===== src/rtl/rtc_pkg.sv =====
package rtc_pkg;

  localparam int unsigned BYTE_W = 8;
  localparam int unsigned RATE_W = 4;

  typedef struct packed {
    logic              busy;
    logic [2:0]        osc_cfg;
    logic [RATE_W-1:0] rate;
  } ctrl_reg_t;

  typedef struct packed {
    logic       any_flag;
    logic       per_flag;
    logic [5:0] zero;
  } flag_reg_t;

  // Divider tap (log2 of period in ticks) chosen by a rate code.
  function automatic int unsigned rate_shift(input logic [RATE_W-1:0] code,
                                             input int unsigned lo,
                                             input int unsigned hi);
    int unsigned s;
    s = int'(code);
    if (s > 0) s = s - 1;
    if (s < lo) s = lo;
    if (s > hi) s = hi;
    return s;
  endfunction

  function automatic logic rate_active(input logic [RATE_W-1:0] code);
    return code != '0;
  endfunction

  function automatic logic [BYTE_W-1:0] pack_ctrl(input logic busy,
                                                  input logic [2:0] osc,
                                                  input logic [RATE_W-1:0] code);
    ctrl_reg_t r;
    r.busy    = busy;
    r.osc_cfg = osc;
    r.rate    = code;
    return r;
  endfunction

  function automatic logic [BYTE_W-1:0] pack_flags(input logic any_f,
                                                   input logic per_f);
    flag_reg_t r;
    r.any_flag = any_f;
    r.per_flag = per_f;
    r.zero     = '0;
    return r;
  endfunction

endpackage


===== src/rtl/rtc_divider.sv =====
module rtc_divider #(
  parameter int unsigned DIV_BITS  = 15,
  parameter int unsigned UIP_TICKS = 244,
  parameter int unsigned MIN_SHIFT = 2
) (
  input  logic                      clk,
  input  logic                      rst_n,
  input  logic                      tick_en,
  input  logic [rtc_pkg::RATE_W-1:0] rate,
  output logic                      periodic_evt,
  output logic                      second_roll,
  output logic                      busy
);
  localparam int unsigned MAX_SHIFT = DIV_BITS - 1;
  localparam int unsigned SH_W      = $clog2(MAX_SHIFT + 1);
  localparam longint unsigned FULL  = 64'd1 << DIV_BITS;
  localparam logic [DIV_BITS-1:0] BUSY_START = DIV_BITS'(FULL - UIP_TICKS);

  logic [DIV_BITS-1:0]  cnt_q;
  logic [MAX_SHIFT:0]   tap_hit;
  logic [SH_W-1:0]      shift_sel;

  always_ff @(posedge clk or negedge rst_n) begin
    if (!rst_n)       cnt_q <= '0;
    else if (tick_en) cnt_q <= cnt_q + 1'b1;
  end

  // One tap per power of two: tap s fires when the low s bits are all ones.
  assign tap_hit[0] = 1'b1;
  for (genvar s = 1; s <= MAX_SHIFT; s++) begin : g_tap
    assign tap_hit[s] = &cnt_q[s-1:0];
  end

  assign shift_sel    = SH_W'(rtc_pkg::rate_shift(rate, MIN_SHIFT, MAX_SHIFT));
  assign periodic_evt = tick_en && rtc_pkg::rate_active(rate) && tap_hit[shift_sel];
  assign second_roll  = tick_en && (&cnt_q);
  assign busy         = (cnt_q >= BUSY_START);

  a_r10_busy_falls_at_rollover: assert property (@(posedge clk) disable iff (!rst_n)
    $fell(busy) |-> $past(second_roll));

  a_r10_busy_rises_only_on_tick: assert property (@(posedge clk) disable iff (!rst_n)
    $rose(busy) |-> $past(tick_en));

  a_r11_hold_without_tick: assert property (@(posedge clk) disable iff (!rst_n)
    !tick_en |=> cnt_q == $past(cnt_q));

endmodule


===== src/rtl/rtc_host_port.sv =====
module rtc_host_port #(
  parameter logic [7:0] IDX_CTRL   = 8'h0A,
  parameter logic [7:0] IDX_FLAGS  = 8'h0C,
  parameter logic [3:0] RESET_RATE = 4'hD,
  parameter logic [2:0] OSC_CFG    = 3'b010
) (
  input  logic       clk,
  input  logic       rst_n,
  input  logic       port_sel,
  input  logic       wr_en,
  input  logic       rd_en,
  input  logic [7:0] wdata,
  input  logic       busy,
  input  logic [7:0] flag_image,
  output logic [7:0] rdata,
  output logic [3:0] rate,
  output logic       flags_read
);
  logic [7:0] sel_q;
  logic [3:0] rate_q;
  logic       sel_wr;
  logic       data_wr;
  logic       data_rd;
  logic       ctrl_wr;

  assign sel_wr     = wr_en && !port_sel;
  assign data_wr    = wr_en && port_sel;
  assign data_rd    = rd_en && port_sel;
  assign ctrl_wr    = data_wr && (sel_q == IDX_CTRL);
  assign flags_read = data_rd && (sel_q == IDX_FLAGS);

  always_ff @(posedge clk or negedge rst_n) begin
    if (!rst_n) begin
      sel_q  <= '0;
      rate_q <= RESET_RATE;
    end else begin
      if (sel_wr)  sel_q  <= wdata;
      if (ctrl_wr) rate_q <= wdata[3:0];
    end
  end

  always_comb begin
    if (!port_sel) begin
      rdata = sel_q;
    end else begin
      unique case (sel_q)
        IDX_CTRL:  rdata = rtc_pkg::pack_ctrl(busy, OSC_CFG, rate_q);
        IDX_FLAGS: rdata = flag_image;
        default:   rdata = '0;
      endcase
    end
  end

  assign rate = rate_q;

  a_r2_selector_capture: assert property (@(posedge clk) disable iff (!rst_n)
    sel_wr |=> sel_q == $past(wdata));

  a_r2_selector_held: assert property (@(posedge clk) disable iff (!rst_n)
    !sel_wr |=> sel_q == $past(sel_q));

  a_r3_rate_only_by_ctrl_write: assert property (@(posedge clk) disable iff (!rst_n)
    !ctrl_wr |=> rate_q == $past(rate_q));

endmodule


===== src/rtl/rtc_irq_flags.sv =====
module rtc_irq_flags (
  input  logic       clk,
  input  logic       rst_n,
  input  logic       periodic_evt,
  input  logic       flags_read,
  output logic [7:0] flag_image,
  output logic       irq
);
  logic per_q;
  logic any_flag;

  // A read clears; an event on the same edge wins and sets the flag again.
  always_ff @(posedge clk or negedge rst_n) begin
    if (!rst_n) per_q <= 1'b0;
    else        per_q <= (per_q && !flags_read) || periodic_evt;
  end

  assign any_flag   = per_q;
  assign flag_image = rtc_pkg::pack_flags(any_flag, per_q);
  assign irq        = any_flag;

  a_r8_flag_holds_until_read: assert property (@(posedge clk) disable iff (!rst_n)
    per_q && !flags_read |=> per_q);

  a_r7_read_clears: assert property (@(posedge clk) disable iff (!rst_n)
    flags_read && !periodic_evt |=> !irq);

  a_r9_event_beats_clear: assert property (@(posedge clk) disable iff (!rst_n)
    flags_read && periodic_evt |=> irq);

  a_r8_rise_needs_event: assert property (@(posedge clk) disable iff (!rst_n)
    $rose(irq) |-> $past(periodic_evt));

endmodule


===== src/rtl/rtc_periodic_core.sv =====
module rtc_periodic_core #(
  parameter int unsigned DIV_BITS   = 15,
  parameter int unsigned UIP_TICKS  = 244,
  parameter int unsigned MIN_SHIFT  = 2,
  parameter logic [7:0]  IDX_CTRL   = 8'h0A,
  parameter logic [7:0]  IDX_FLAGS  = 8'h0C,
  parameter logic [3:0]  RESET_RATE = 4'hD,
  parameter logic [2:0]  OSC_CFG    = 3'b010
) (
  input  logic       clk,
  input  logic       rst_n,
  input  logic       tick_en,
  input  logic       port_sel,
  input  logic       wr_en,
  input  logic       rd_en,
  input  logic [7:0] wdata,
  output logic [7:0] rdata,
  output logic       irq
);
  logic [3:0] rate;
  logic       periodic_evt;
  logic       second_roll;
  logic       busy;
  logic [7:0] flag_image;
  logic       flags_read;

  rtc_divider #(
    .DIV_BITS (DIV_BITS),
    .UIP_TICKS(UIP_TICKS),
    .MIN_SHIFT(MIN_SHIFT)
  ) div_i (
    .clk         (clk),
    .rst_n       (rst_n),
    .tick_en     (tick_en),
    .rate        (rate),
    .periodic_evt(periodic_evt),
    .second_roll (second_roll),
    .busy        (busy)
  );

  rtc_host_port #(
    .IDX_CTRL  (IDX_CTRL),
    .IDX_FLAGS (IDX_FLAGS),
    .RESET_RATE(RESET_RATE),
    .OSC_CFG   (OSC_CFG)
  ) host_i (
    .clk       (clk),
    .rst_n     (rst_n),
    .port_sel  (port_sel),
    .wr_en     (wr_en),
    .rd_en     (rd_en),
    .wdata     (wdata),
    .busy      (busy),
    .flag_image(flag_image),
    .rdata     (rdata),
    .rate      (rate),
    .flags_read(flags_read)
  );

  rtc_irq_flags flags_i (
    .clk         (clk),
    .rst_n       (rst_n),
    .periodic_evt(periodic_evt),
    .flags_read  (flags_read),
    .flag_image  (flag_image),
    .irq         (irq)
  );

  a_r6_rate_zero_silent: assert property (@(posedge clk) disable iff (!rst_n)
    (rate == 4'd0) |-> !periodic_evt);

  a_r11_no_event_without_tick: assert property (@(posedge clk) disable iff (!rst_n)
    !tick_en |-> !periodic_evt);

  a_r10_busy_clear_after_roll: assert property (@(posedge clk) disable iff (!rst_n)
    second_roll |=> !busy);

endmodule


===== config.mk =====
export PLATFORM = sky130hd
export DESIGN_NAME = rtc_periodic_core
export DESIGN_NICKNAME = d
export VERILOG_FILES = /design/src/rtl/rtc_pkg.sv /design/src/rtl/rtc_divider.sv /design/src/rtl/rtc_host_port.sv /design/src/rtl/rtc_irq_flags.sv /design/src/rtl/rtc_periodic_core.sv
export SDC_FILE = /design/constraint.sdc
export NUM_CORES = 1
export LEC_CHECK = 0
export CORE_AREA = 2 2 74 48
export DETAILED_ROUTE_END_ITERATION = 6
export DIE_AREA = 0 0 76 50
export DONT_BUFFER_PORTS = 1
export GPL_ROUTABILITY_DRIVEN = 0
export GPL_TIMING_DRIVEN = 0
export PLACE_DENSITY = 0.8
export SYNTH_ARGS = -nofsm -noshare
export SYNTH_HDL_FRONTEND = slang
export SYNTH_SLANG_ARGS = --single-unit

===== constraint.sdc =====
create_clock -name clk -period 4.5 [get_ports clk]
set_input_delay 0.9 -clock clk [delete_from_list [all_inputs] [get_ports clk]]
set_output_delay 0.9 -clock clk [all_outputs]
set_load 0.02 [all_outputs]

# After elaboration in Yosys (flattened, before gate mapping)
# Index checks and enable logic that the tools add are counted.
[word_totals]
input_bits = 14
word_cells = 45
regBits = 28
out_inout_bits = 9
[classes]
n_addsub = 2
mux = 7
reduce_logical = 25
n_lt_le_gt_ge = 5
eq_ne = 2
[ops]
columns = ["operator", "n"]
rows = [
  ["32-bit 2-to-1 mux", 2],
  ["32-bit by 4-bit > comparator with 1-bit output, second input constant", 1],
  ["32-bit by 2-bit < comparator with 1-bit output, second input constant", 1],
  ["8-bit by 4-bit equality test with 1-bit output, second input constant", 2],
  ["8-bit case mux with 2 select lines", 1],
  ["15-bit by 1-bit adder with 15-bit output, second input constant", 1],
  ["15-bit >= comparator, second input constant", 1],
  ["14-bit AND reduction", 1],
  ["13-bit AND reduction", 1],
  ["12-bit AND reduction", 1],
  ["11-bit AND reduction", 1],
  ["10-bit AND reduction", 1],
  ["9-bit AND reduction", 1],
  ["1-bit logical AND", 8],
  ["8-bit 2-to-1 mux", 1],
  ["8-bit AND reduction", 1],
  ["7-bit AND reduction", 1],
  ["6-bit AND reduction", 1],
  ["4-bit by 5-bit < comparator with 1-bit output, second input constant", 1],
  ["5-bit AND reduction", 1],
  ["4-bit by 1-bit subtractor with 5-bit output, second input constant", 1],
  ["1-bit binary-select mux with 4-bit select", 1],
  ["4-bit by 1-bit > comparator with 1-bit output, second input constant", 1],
  ["4-bit 2-to-1 mux", 1],
  ["other kinds (7)", 8],
]

# Logic depth before layout (Yosys ltp)
[depth]
word_depth = 10
ltp_mapped = 10
mapped_depth_nobuf = 9

# Modules after synthesis
# From an unflattened synthesis, not the netlist that was laid out.
[hier_totals]
hier_cells = 194
hier_area_um2 = 1858.0
[by_module_without_submodules]
columns = ["module", "instances", "cells_per_inst", "area_each_um2", "seq_area_each_um2"]
rows = [
  ["rtc_divider", 1, 117, 1077.3, 375.4],
  ["rtc_host_port", 1, 65, 680.7, 304.0],
  ["rtc_irq_flags", 1, 12, 100.1, 25.0],
]

# Least setup slack after synthesis
# OpenSTA, ideal clock, no wires.
[synth_timing]
path_type = "reg-to-output"
start = "register host_i.sel_q[0]"
end = "output rdata[0]"
arrival_ns = 1.603
slack_ns = 1.997
n_path_buf = 0
t_required_ns = 3.600
path_stages_with_launch = 5
path_cell_list = "dfrtp_1 > or4b_1 > nor3_2 > and3_1 > a22o_1"
[synth_between]
elab_chain_cells = 3
elab_cells_between_ends = 4
classes_between = "eq/ne: 2; mux: 2"
[synth_lines]
columns = ["element", "line_no", "source"]
rows = [
  ["start, declared", "rtc_host_port.sv:19", "logic [7:0] sel_q;"],
  ["start signal, assigned", "rtc_host_port.sv:37", "if (sel_wr) sel_q <= wdata;"],
  ["8-bit by 4-bit equality test with 1-bit output", "rtc_host_port.sv:46", "unique case (sel_q)"],
  ["8-bit case mux with 2 select lines", "rtc_host_port.sv:46", ""],
  ["8-bit 2-to-1 mux *", "rtc_host_port.sv:43", "if (!port_sel) begin"],
  ["end, declared", "rtc_periodic_core.sv:17", "output logic [7:0] rdata,"],
]
# Every way passes the cells marked *; elsewhere a longest branch is shown, timed or not.

# Final worst setup path
# Same ends and word-level chain as after synthesis.

==> impl_metrics.csv <==
group,metric,value,unit
drt,wl,3910,um
cts,post_cts_buffers,0,
timing,finalMaxSlewViolations,0,
floorplan,num_rows,16,
grt,antenna_found_initial,0,
timing,hold_slack,0.300,ns
synthesis,yosysMostFrequentCell,"dfrtp_1",
finish,final_area,0.00195,mm^2
synthesis,synth_top_area_share,0.343,
setup_path,cp_slowest_cell,"or4b_1",
placed_design,dp_cells,224,
timing,tns,0,ns
cts,numCtsBuffers,3,
grt,gr-total-overflow,0,
placed_design,dpl.hpwl,2980,um
cts,clk_pin_slew,0.10,ns
floorplan,start_util,0.587,
placed_design,placed_cell_area,0.00188,mm^2
drt,drtPass1Iterations,4,
setup_path,critical_path.cell_chain,"or4b_1 -> nor3_2 -> and3_1 -> a22o_1",
drt,drt_iter0_markers,92,
synthesis,async_reset_ff_frac,1.00,
setup_path,cp-end-kind,"primary output",
cts,cts.sinks,28,
timing,fmax,335,MHz
drt,via_count,1391,
synthesis,yosysWarnings,0,
synthesis,synth_nets,200,
hold_path,hold_path.class,"input port to async pin",
placed_design,io_buffer_count,0,
cts,cts-root-buf,"clkbuf_8",
timing,setup_ws,1.51,ns
floorplan,dieArea,0.00380,mm^2
finish,num_antenna_cells,0,
power,leakage,0.878,nW
drt,drt-vias-per-instance,6.10,
setup_path,crit_path_start_kind,"register",
timing,rsz0062_at_grt,"false",
drt,drtAntennaViolNets,0,
timing,hold_viol,0,
timing,finalSetupViolCount,0,
setup_path,cp.required,3.60,ns
synthesis,synthFlopType,"dfrtp_1",
setup_path,slowest_delay,0.55,ns
cts,tritoncts,"built",
synthesis,ys_top_cells_by_count,"25 x dfrtp_1, 14 x nand2_1, 10 x mux2_2, 10 x nand3_1, 9 x inv_1",
synthesis,synth_seq_area_share,0.387,
timing,fin_skew,0.00724,ns
grt,grt_max_degree,29,
floorplan,die_h,50,um
synthesis,netlist_instances,179,
finish,drive_above_1_share,0.191,
synthesis,yosys.area.top_type,"dfrtp_1",
finish,area_delta_synth_final,7.01,%
floorplan,dieWidth,76,um
floorplan,placeableCoreArea,0.00310,mm^2
cts,ctsHtreeMaxLevel,1,
finish,fill_cells,257,
timing,slew_headroom,0.542,
cts,cts_resized,0,
synthesis,synth.distinct_cells,56,
grt,grt.total_usage,0.224,
timing,final.period_utilization,0.664,
grt,grt_pass1_wl,6640,um
synthesis,synthTopCellsByArea,"dfrtp_1 34%, mux2_2 6.2%, ha_1 4.8%",
timing,tightest_slew,0.679,ns
timing,fin_crit,2.99,ns
power,ir_worst_vdd,275,uV
synthesis,ys_ff_latch,28,
synthesis,netlist_area,0.00182,mm^2
floorplan,io_pins,23,
cts,postCtsHoldBufs,0,
outcome,outcome,"finished, final reports clean",
cts,clock_path_buffers,2,
finish,final_nets,205,
grt,grt_pass1_vias,1394,
flow_run,maxCapViolCount,0,
drt,wire_per_inst,17.2,um
synthesis,synth.avg_cell_area,10.2,um^2
setup_path,crit_fanout,5,
setup_path,arrival,2.09,ns
cts,clk_latency,0.28,ns
setup_path,critical_path_class,"register to primary output",
power,power.density,439,mW/mm^2
drt,drc,0,
finish,post_layout_nonfiller_instances,228,
placed_design,post-place-ws,1.83,ns
synthesis,synth_edf_count,0,
cell usage in the layout, fill, tap and decap left out, types with 2 or more instances in the layout:
master and n:
inv_1 9, mux2_1 3, o21ai_0 7, nor3_2 3
nand4_1 4, o211ai_1 2, nor3_1 4, buf_2 2
a22o_1 2, nand2_1 14, nor2b_1 7, a32oi_1 2
dfstp_2 3, clkbuf_8 3, nand3_1 10, nor2_1 8
xor2_1 6, a21oi_1 3, dfrtp_1 25, mux2_2 10
a21o_1 3, clkbuf_1 2, or3_1 2, a21boi_0 2
xnor2_1 6, ha_1 7, and3_1 3
critical path: cells and delay by family, from the launching register on:
| family | cells | cell delay, ns |
|---|---|---|
| AND/OR/NAND/NOR | 3 | 1.11 |
| flip-flops | 1 | 0.42 |
| AO/OA/AOI/OAI | 1 | 0.29 |
area by class of cell:
type	instances	area [um^2]	share of cell area
buffer	5	25.0	0.0128
clock buffer	3	41.3	0.0212
clock inverter	1	30.0	0.0154
inverter	9	33.8	0.0173
multi-input combinational	137	1060	0.543
sequential	28	704	0.361
tap	45	56.3	0.0289
kinds of logic after synthesis:
logic type / count (synthesis) / synth area share
flip-flops: 28 / 0.387
AO/OA/AOI/OAI: 37 / 0.165
buffers and inverters: 14 / 0.0323
XOR/XNOR: 12 / 0.0577
multiplexers: 14 / 0.0886
AND/OR/NAND/NOR: 67 / 0.222
adder cells (fa/ha/maj): 7 / 0.0481
state kept, by name, indices dropped and copies added, names as in the netlist:
name	count
flags_i.irq	1
host_i.sel_q	8
host_i.rate	4
div_i.cnt_q	15
final timing paths:
check,from,endpoint,slack (ns),cells past startpoint
worst max-delay path,host_i.sel_q[0],rdata[0],1.51,4
worst min-delay path,rst_n,host_i.sel_q[1],0.30,0
worst max register to register,host_i.rate[0],flags_i.irq,1.90,10
worst min register to register,div_i.cnt_q[9],div_i.cnt_q[9],0.49,1
max in group asynchronous,rst_n,host_i.rate[3],4.03,0
min in group clk,div_i.cnt_q[9],div_i.cnt_q[9],0.49,1
routing by layer:
metal	vias to the layer above	GRT usage	routed length (um)
met5	-	0	0
met2	39	0.318	1610
met3	8	0.0458	209
met1	683	0.333	2020
li1	661	-	-
met4	0	0.0848	70
report_power, final:
group	internal (W)	switching, W	leakage (nW)
Clock	0.000119	0.0000801	0.0357
Combinational	0.000138	0.000157	0.491
Sequential	0.000300	0.0000615	0.351
metrics by stage:
stage / utilization / total power (W)
after floorplan: - / 0.000592
after global placement: 0.605 / 0.000636
after detailed placement: 0.605 / 0.000654
after CTS: 0.628 / 0.000859
after global routing: 0.628 / 0.000909
final: 0.628 / 0.000857
No activity file was read; power rests on OpenSTA's default activity.
